$ cat config.mk
export PLATFORM = sky130hd
export DESIGN_NAME = cascade_timer
export DESIGN_NICKNAME = d
export VERILOG_FILES = /design/src/rtl/cascade_timer_pkg.sv /design/src/rtl/cascade_timer_psc.sv /design/src/rtl/cascade_timer_chan.sv /design/src/rtl/cascade_timer.sv
export SDC_FILE = /design/constraint.sdc
export NUM_CORES = 1
export LEC_CHECK = 0
export ABC_AREA = 1
export BUFFER_PORTS_ARGS = -buffer_cell sky130_fd_sc_hd__buf_2
export CAP_MARGIN = 20
export CORE_MARGIN = 5
export CORE_UTILIZATION = 25
export DETAILED_ROUTE_END_ITERATION = 12
export PLACE_DENSITY_LB_ADDON = 0.3
export SETUP_SLACK_MARGIN = 0.3
export SLEW_MARGIN = 20
export SYNTH_ARGS = -nofsm -noshare
export SYNTH_HDL_FRONTEND = slang
export SYNTH_SLANG_ARGS = --single-unit
$ cat constraint.sdc
create_clock -name clk -period 8.35 [get_ports clk]
set_clock_uncertainty 0.15 [all_clocks]
set_input_delay 1.67 -clock clk [delete_from_list [all_inputs] [get_ports clk]]
set_output_delay 1.67 -clock clk [all_outputs]
set_load 0.1 [all_outputs]
$ cat src/rtl/cascade_timer_pkg.sv
package cascade_timer_pkg;

  // divider counter width, enough for the largest ratio
  localparam int PSC_CW  = 8;
  localparam int CTL_LSB = 1;

  typedef struct packed {
    logic       en;
    logic       periodic;
    logic [2:0] psc;
    logic       irq_en;
    logic       pend;
    logic       level;
  } tctl_t;

  localparam int CTL_W = $bits(tctl_t);

  typedef enum logic [1:0] {
    SUB_LOAD = 2'd0,
    SUB_CUR  = 2'd1,
    SUB_CTL  = 2'd2,
    SUB_NONE = 2'd3
  } sub_e;

  // divide ratio for a code: 1, then powers of two from 4 upward
  function automatic logic [PSC_CW:0] psc_ratio(input logic [2:0] code);
    if (code == 3'd0) return (PSC_CW+1)'(1);
    return (PSC_CW+1)'(1) << (int'(code) + 1);
  endfunction

endpackage

$ cat src/rtl/cascade_timer_psc.sv
module cascade_timer_psc
  import cascade_timer_pkg::*;
(
  input  logic       clk,
  input  logic       rst_n,
  input  logic       run,
  input  logic [2:0] code,
  output logic       tick
);

  logic [PSC_CW-1:0] cnt;
  logic [PSC_CW:0]   last;

  assign last = psc_ratio(code) - 1'b1;
  // >= keeps a mid-run code change from stalling the divider
  assign tick = run && ({1'b0, cnt} >= last);

  always_ff @(posedge clk) begin
    if (!rst_n)      cnt <= '0;
    else if (!run)   cnt <= '0;
    else if (tick)   cnt <= '0;
    else             cnt <= cnt + 1'b1;
  end

  // a stopped channel restarts its divider from zero
  assert_psc_restart_R12: assert property (@(posedge clk) disable iff (!rst_n)
    !run |=> cnt == '0);

endmodule

$ cat src/rtl/cascade_timer_chan.sv
module cascade_timer_chan
  import cascade_timer_pkg::*;
#(
  parameter int TW = 32
) (
  input  logic          clk,
  input  logic          rst_n,
  input  logic          ld_we,
  input  logic          ctl_we,
  input  logic [TW-1:0] wdata,
  input  logic          chained,
  input  logic          up_expire,
  input  logic          flag_ok,
  output logic [TW-1:0] load_q,
  output logic [TW-1:0] cur_q,
  output tctl_t         ctl_q,
  output logic          expire,
  output logic          set_evt,
  output logic          irq
);

  tctl_t ctl_wr, ctl_d;
  logic  tick, step, start, pulse_q;

  function automatic logic [TW-1:0] next_count(input logic [TW-1:0] cur,
                                               input logic [TW-1:0] rel,
                                               input logic          per);
    if (cur != '0) return cur - 1'b1;
    return per ? rel : '1;
  endfunction

  cascade_timer_psc u_psc (
    .clk  (clk),
    .rst_n(rst_n),
    .run  (ctl_q.en),
    .code (ctl_q.psc),
    .tick (tick)
  );

  assign ctl_wr  = tctl_t'(wdata[CTL_LSB +: CTL_W]);
  assign step    = ctl_q.en && (chained ? up_expire : tick);
  assign expire  = step && (cur_q == '0);
  assign set_evt = expire && flag_ok;
  assign start   = ctl_we && !ctl_q.en && ctl_wr.en;

  always_comb begin
    ctl_d = ctl_q;
    if (ctl_we) begin
      ctl_d      = ctl_wr;
      ctl_d.pend = ctl_q.pend & ctl_wr.pend;
    end
    if (set_evt) ctl_d.pend = 1'b1;
  end

  always_ff @(posedge clk) begin
    if (!rst_n) begin
      load_q  <= '0;
      cur_q   <= '0;
      ctl_q   <= '0;
      pulse_q <= 1'b0;
    end else begin
      ctl_q   <= ctl_d;
      pulse_q <= set_evt;
      if (ld_we) load_q <= wdata;
      if (start)                   cur_q <= load_q;
      else if (ld_we && !ctl_q.en) cur_q <= wdata;
      else if (step)               cur_q <= next_count(cur_q, load_q, ctl_q.periodic);
    end
  end

  assign irq = ctl_q.irq_en && (ctl_q.level ? ctl_q.pend : pulse_q);

  assert_freeze_R12: assert property (@(posedge clk) disable iff (!rst_n)
    (!ctl_q.en && !ld_we && !ctl_we) |=> $stable(cur_q));
  assert_reload_R5: assert property (@(posedge clk) disable iff (!rst_n)
    (expire && ctl_q.periodic) |=> cur_q == $past(load_q));
  assert_wrap_R6: assert property (@(posedge clk) disable iff (!rst_n)
    (expire && !ctl_q.periodic) |=> cur_q == '1);
  assert_flag_set_R7: assert property (@(posedge clk) disable iff (!rst_n)
    set_evt |=> ctl_q.pend);
  assert_flag_clear_R7: assert property (@(posedge clk) disable iff (!rst_n)
    (ctl_we && !ctl_wr.pend && !set_evt) |=> !ctl_q.pend);
  assert_edge_once_R8: assert property (@(posedge clk) disable iff (!rst_n)
    (irq && !ctl_q.level) |-> $past(set_evt));

endmodule

$ cat src/rtl/cascade_timer.sv
module cascade_timer
  import cascade_timer_pkg::*;
#(
  parameter int NCH = 3,
  parameter int TW  = 32,
  parameter int AW  = 6
) (
  input  logic          clk,
  input  logic          rst_n,
  input  logic          bus_sel,
  input  logic          bus_wr,
  input  logic [AW-1:0] bus_addr,
  input  logic [TW-1:0] bus_wdata,
  output logic [TW-1:0] bus_rdata,
  output logic [NCH-1:0] irq
);

  localparam int MW = $clog2(NCH);
  localparam int BW = AW - 4;

  logic [BW-1:0]   blk;
  sub_e            sub;
  logic            wr_go, chain_hit;
  logic [MW-1:0]   chain_q;
  int              eff_mode;
  logic [TW-1:0]   load_w  [NCH];
  logic [TW-1:0]   cur_w   [NCH];
  tctl_t           ctl_w   [NCH];
  logic [NCH-1:0]  exp_w, set_w, chained_w, up_w;
  wire             unused_lsb = ^bus_addr[1:0];

  assign blk       = bus_addr[AW-1:4];
  assign sub       = sub_e'(bus_addr[3:2]);
  assign wr_go     = bus_sel && bus_wr;
  assign chain_hit = (int'(blk) == NCH) && (sub == SUB_LOAD);

  always_comb eff_mode = (int'(chain_q) < NCH) ? int'(chain_q) : 0;

  always_ff @(posedge clk) begin
    if (!rst_n)                  chain_q <= '0;
    else if (wr_go && chain_hit) chain_q <= bus_wdata[MW-1:0];
  end

  for (genvar i = 0; i < NCH; i++) begin : g_ch
    if (i == 0) begin : g_head
      assign up_w[i] = 1'b0;
    end else begin : g_link
      assign up_w[i] = exp_w[i-1];
    end
    assign chained_w[i] = (i > 0) && (i <= eff_mode);

    cascade_timer_chan #(.TW(TW)) u_chan (
      .clk      (clk),
      .rst_n    (rst_n),
      .ld_we    (wr_go && (int'(blk) == i) && (sub == SUB_LOAD)),
      .ctl_we   (wr_go && (int'(blk) == i) && (sub == SUB_CTL)),
      .wdata    (bus_wdata),
      .chained  (chained_w[i]),
      .up_expire(up_w[i]),
      .flag_ok  (i >= eff_mode),
      .load_q   (load_w[i]),
      .cur_q    (cur_w[i]),
      .ctl_q    (ctl_w[i]),
      .expire   (exp_w[i]),
      .set_evt  (set_w[i]),
      .irq      (irq[i])
    );

    if (i + 1 < NCH) begin : g_chk
      // a channel feeding a cascade never raises its own flag
      assert_feeder_quiet_R10: assert property (@(posedge clk) disable iff (!rst_n)
        chained_w[i+1] |-> !set_w[i]);
    end
  end

  always_comb begin
    bus_rdata = '0;
    for (int i = 0; i < NCH; i++) begin
      if (int'(blk) == i) begin
        case (sub)
          SUB_LOAD: bus_rdata = load_w[i];
          SUB_CUR:  bus_rdata = cur_w[i];
          SUB_CTL:  bus_rdata[CTL_LSB +: CTL_W] = ctl_w[i];
          default:  bus_rdata = '0;
        endcase
      end
    end
    if (chain_hit) bus_rdata[MW-1:0] = chain_q;
  end

  // an out-of-range cascade code links nothing
  assert_mode_fallback_R11: assert property (@(posedge clk) disable iff (!rst_n)
    (int'(chain_q) >= NCH) |-> chained_w == '0);
  // a write to a gap offset leaves all channel state unchanged
  assert_gap_write_R13: assert property (@(posedge clk) disable iff (!rst_n)
    (wr_go && sub == SUB_NONE && !chain_hit && ctl_w[0].en == 1'b0)
      |=> $stable(load_w[0]));

endmodule

==> metrics.json <==
{
  "drt": {
    "detail-route-antenna-nets": 0,
    "vias": 18280,
    "drt_first_iter_violations": 1792,
    "wl_per_cell_um": 19.41,
    "detail_route.wirelength_um": 68850,
    "vias_per_cell": 5.153,
    "drt_pass1_iterations": 6,
    "drc": 0
  },
  "setup_path": {
    "worstPathCellList": "buf_2, nor2_1, buf_4, inv_2, buf_4, buf_4, o22ai_1, a22oi_1, nand2_1, buf_2",
    "timing.critical_path.arrival_ns": 4.46,
    "crit_type": "in -> out",
    "crit_path_end_kind": "primary output",
    "path_common_cell": "sky130_fd_sc_hd__buf_4",
    "critical_path_peak_fanout": 33,
    "cp_slowest_cell": "sky130_fd_sc_hd__inv_2",
    "critical_path.startpoint_type": "input port",
    "worstPathRequired_ns": 6.53,
    "ff2ff_setup_slack_ns": 4.19,
    "max_stage_delay_ns": 0.62
  },
  "synth": {
    "synthCells": 2663,
    "mappedNetlistArea_mm2": 0.01690,
    "postSynth.topFlopCell": "sky130_fd_sc_hd__dfxtp_1",
    "synth_async_reset_ratio_pct": 0,
    "post_synth.cell_area_avg_um2": 6.348,
    "post-synth-top-count-cell": "sky130_fd_sc_hd__nand2_1",
    "synth_cell_types": 58,
    "ys_ff_latch": 245,
    "synthesis.yosys.warnings": 0,
    "synth.cells.most_frequent": "sky130_fd_sc_hd__nand2_1, sky130_fd_sc_hd__o21ai_0, sky130_fd_sc_hd__inv_1",
    "yosys.area.top_type_share_pct": 29.02,
    "number_of_enable_type_register_cells_in_the_synthesized_netlist": 0,
    "synth_sequential_area_ratio_pct": 29.02,
    "yosys.area.top_type": "sky130_fd_sc_hd__dfxtp_1",
    "yosys-top-cells-area": "sky130_fd_sc_hd__dfxtp_1, sky130_fd_sc_hd__nand2_1, sky130_fd_sc_hd__o21ai_0, sky130_fd_sc_hd__a21oi_1, sky130_fd_sc_hd__inv_1"
  },
  "global_routing": {
    "grt_max_degree": 83,
    "grt_usage_pct": 18.06,
    "grt_overflow_total": 0,
    "grt_antenna_before_repair": 10,
    "global_route_wire_length_before_repair_um": 104100,
    "number_of_global_route_vias_before_repair": 16690
  },
  "timing": {
    "setup_repair_after_global_routing_missed_its_margin": "no",
    "finalCriticalPeriod_ns": 6.285,
    "achievable-frequency_ghz": 0.1591,
    "setup-tns-final_ns": 0,
    "finalHoldViolCount": 0,
    "setup_viol": 0,
    "worst_slew_margin_rel_pct": 35.67,
    "min_period_over_period_pct": 75.27,
    "finalWorstSetupSlack_ns": 2.065,
    "worstMarginPinSlew_ns": 0.9618,
    "final-max-slew-violation-count": 0
  },
  "floorplanning": {
    "floorplan.initialDensity_pct": 25.17,
    "die_area_mm2": 0.07292,
    "floorplan.io_pins": 77,
    "floorplan.core_area_mm2": 0.06716,
    "fp-row-count": 95,
    "die_w_um": 270.0,
    "floorplan.die.height_um": 270.0
  },
  "worst_hold_path": {
    "worst_hold_path_type": "reg -> reg"
  },
  "layout": {
    "layout.nets": 2729,
    "postLayoutCellArea_mm2": 0.01900,
    "final_util_pct": 28.29,
    "final_layout_size_suffix_gt1_share_pct": 9.411,
    "area_growth_pct": 12.41,
    "fillerInstances": 7542
  },
  "clock_network": {
    "clock-sinks": 245,
    "tritoncts": "done",
    "cts_resized": 0,
    "postCtsSetupBuffers": 0,
    "ctsHoldBuffers": 0,
    "clk_transition_reported_paths_ns": 0.05,
    "cts_buffers": 34,
    "clk_path_buf_depth": 3,
    "cts_htree_levels": 2,
    "latest_clock_arrival_within_the_worst_skew_pair_ns": 0.56,
    "cts_root_buffer": "sky130_fd_sc_hd__clkbuf_16"
  },
  "run": {
    "max_capacitance_violation_count": 0
  },
  "placed_design": {
    "numPortBuffers": 74,
    "place_hpwl_um": 49440,
    "cell_area_placed_mm2": 0.01789,
    "placement.setup.worst_slack_ns": 2.165,
    "place_congestion": 0.9172
  },
  "pwr": {
    "p_leak_nw": 7.892,
    "total_power_w": 0.003604,
    "worst_ir_drop_vdd_mv": 0.1080,
    "power_density_over_cell_area_mw_per_mm2": 189.6
  },
  "run_status": {
    "outcome": "finished clean"
  }
}
-- placed cells by master (no fill, tap or decap), types with 35 or more instances in the layout --
cell and count:
sky130_fd_sc_hd__dfxtp_1 245, sky130_fd_sc_hd__nor2_1 267, sky130_fd_sc_hd__buf_2 73, sky130_fd_sc_hd__o21ai_0 300, sky130_fd_sc_hd__nand3_1 172, sky130_fd_sc_hd__xor2_1 68, sky130_fd_sc_hd__nand2_1 416, sky130_fd_sc_hd__ha_1 41
sky130_fd_sc_hd__inv_2 36, sky130_fd_sc_hd__o21ai_1 65, sky130_fd_sc_hd__a21oi_1 261, sky130_fd_sc_hd__o22ai_1 108, sky130_fd_sc_hd__inv_1 288, sky130_fd_sc_hd__clkbuf_16 35
-- registers in the layout, indices dropped and copies added, names as in the netlist --
signal and cells:
g_ch.u_chan.load_q 96, g_ch.u_chan.pulse_q 3, g_ch.u_chan.u_psc.cnt 24, g_ch.u_chan.cur_q 96, g_ch.u_chan.ctl_q 24, chain_q 2
-- worst paths after layout --
kind,from,end,depth (start not counted)
setup / recovery,bus_addr[3],bus_rdata[26],10
hold / removal,g_ch[1].u_chan.u_psc.cnt[0],g_ch[1].u_chan.u_psc.cnt[0],1
setup reg to reg,g_ch[2].u_chan.ctl_q[5],g_ch[2].u_chan.cur_q[8],23
hold reg to reg,g_ch[1].u_chan.u_psc.cnt[0],g_ch[1].u_chan.u_psc.cnt[0],1
-- metal layers --
layer	up-vias	wire length [µm]	global-route usage (%)
met5	-	7	0
met4	2	2244	6.612
met3	117	6598	4.619
met2	731	28510	26.37
met1	8446	31490	25.59
li1	8982	-	-
-- critical path, delay by kind of cell --
family	cells	cell delay, ns
buffers and inverters	6	2.11
and+or+nand+nor	2	0.14
AOI/OAI and AO/OA	2	0.50
-- cell type report --
| cell class | instances | area, µm² | area share [%] |
|---|---|---|---|
| antenna | 7 | 17.52 | 0.09218 |
| multi-input combinational | 1945 | 10140 | 53.36 |
| inverter | 326 | 1224 | 6.440 |
| clock inverter | 4 | 73.82 | 0.3885 |
| sequential | 245 | 4905 | 25.81 |
| clock buffer | 53 | 1023 | 5.386 |
| timing repair buffer | 94 | 526.8 | 2.772 |
| tap | 873 | 1092 | 5.748 |
-- metrics by stage --
step           hold slack [ns]  cells
6_report                0.3093   3547
5_1_grt                 0.3417   3545
4_1_cts                 0.3160   3540
3_5_place_dp            0.3034   3483
3_3_place_gp            0.3014   3483
2_1_floorplan           0.2797   2664
-- where the power goes --
| part | switching [W] | leakage [nW] | total [W] | internal [W] |
|---|---|---|---|---|
| Clock | 0.000569 | 0.537 | 0.00147 | 0.000899 |
| Sequential | 0.0000216 | 1.98 | 0.00121 | 0.00119 |
| Combinational | 0.000634 | 5.38 | 0.000924 | 0.000291 |
| Total | 0.00122 | 7.89 | 0.00360 | 0.00238 |
-- cells by family after synthesis --
family / count (synthesis) / synth area share (%)
AO/OA/AOI/OAI: 847 / 27.68
flip-flops: 245 / 29.02
other: 1 / 0.02218
XOR/XNOR: 73 / 3.782
adder cells (fa/ha/maj): 41 / 3.035
AND/OR/NAND/NOR: 982 / 25.37
buffers and inverters: 474 / 11.10
(Power assumes the default switching activity.)
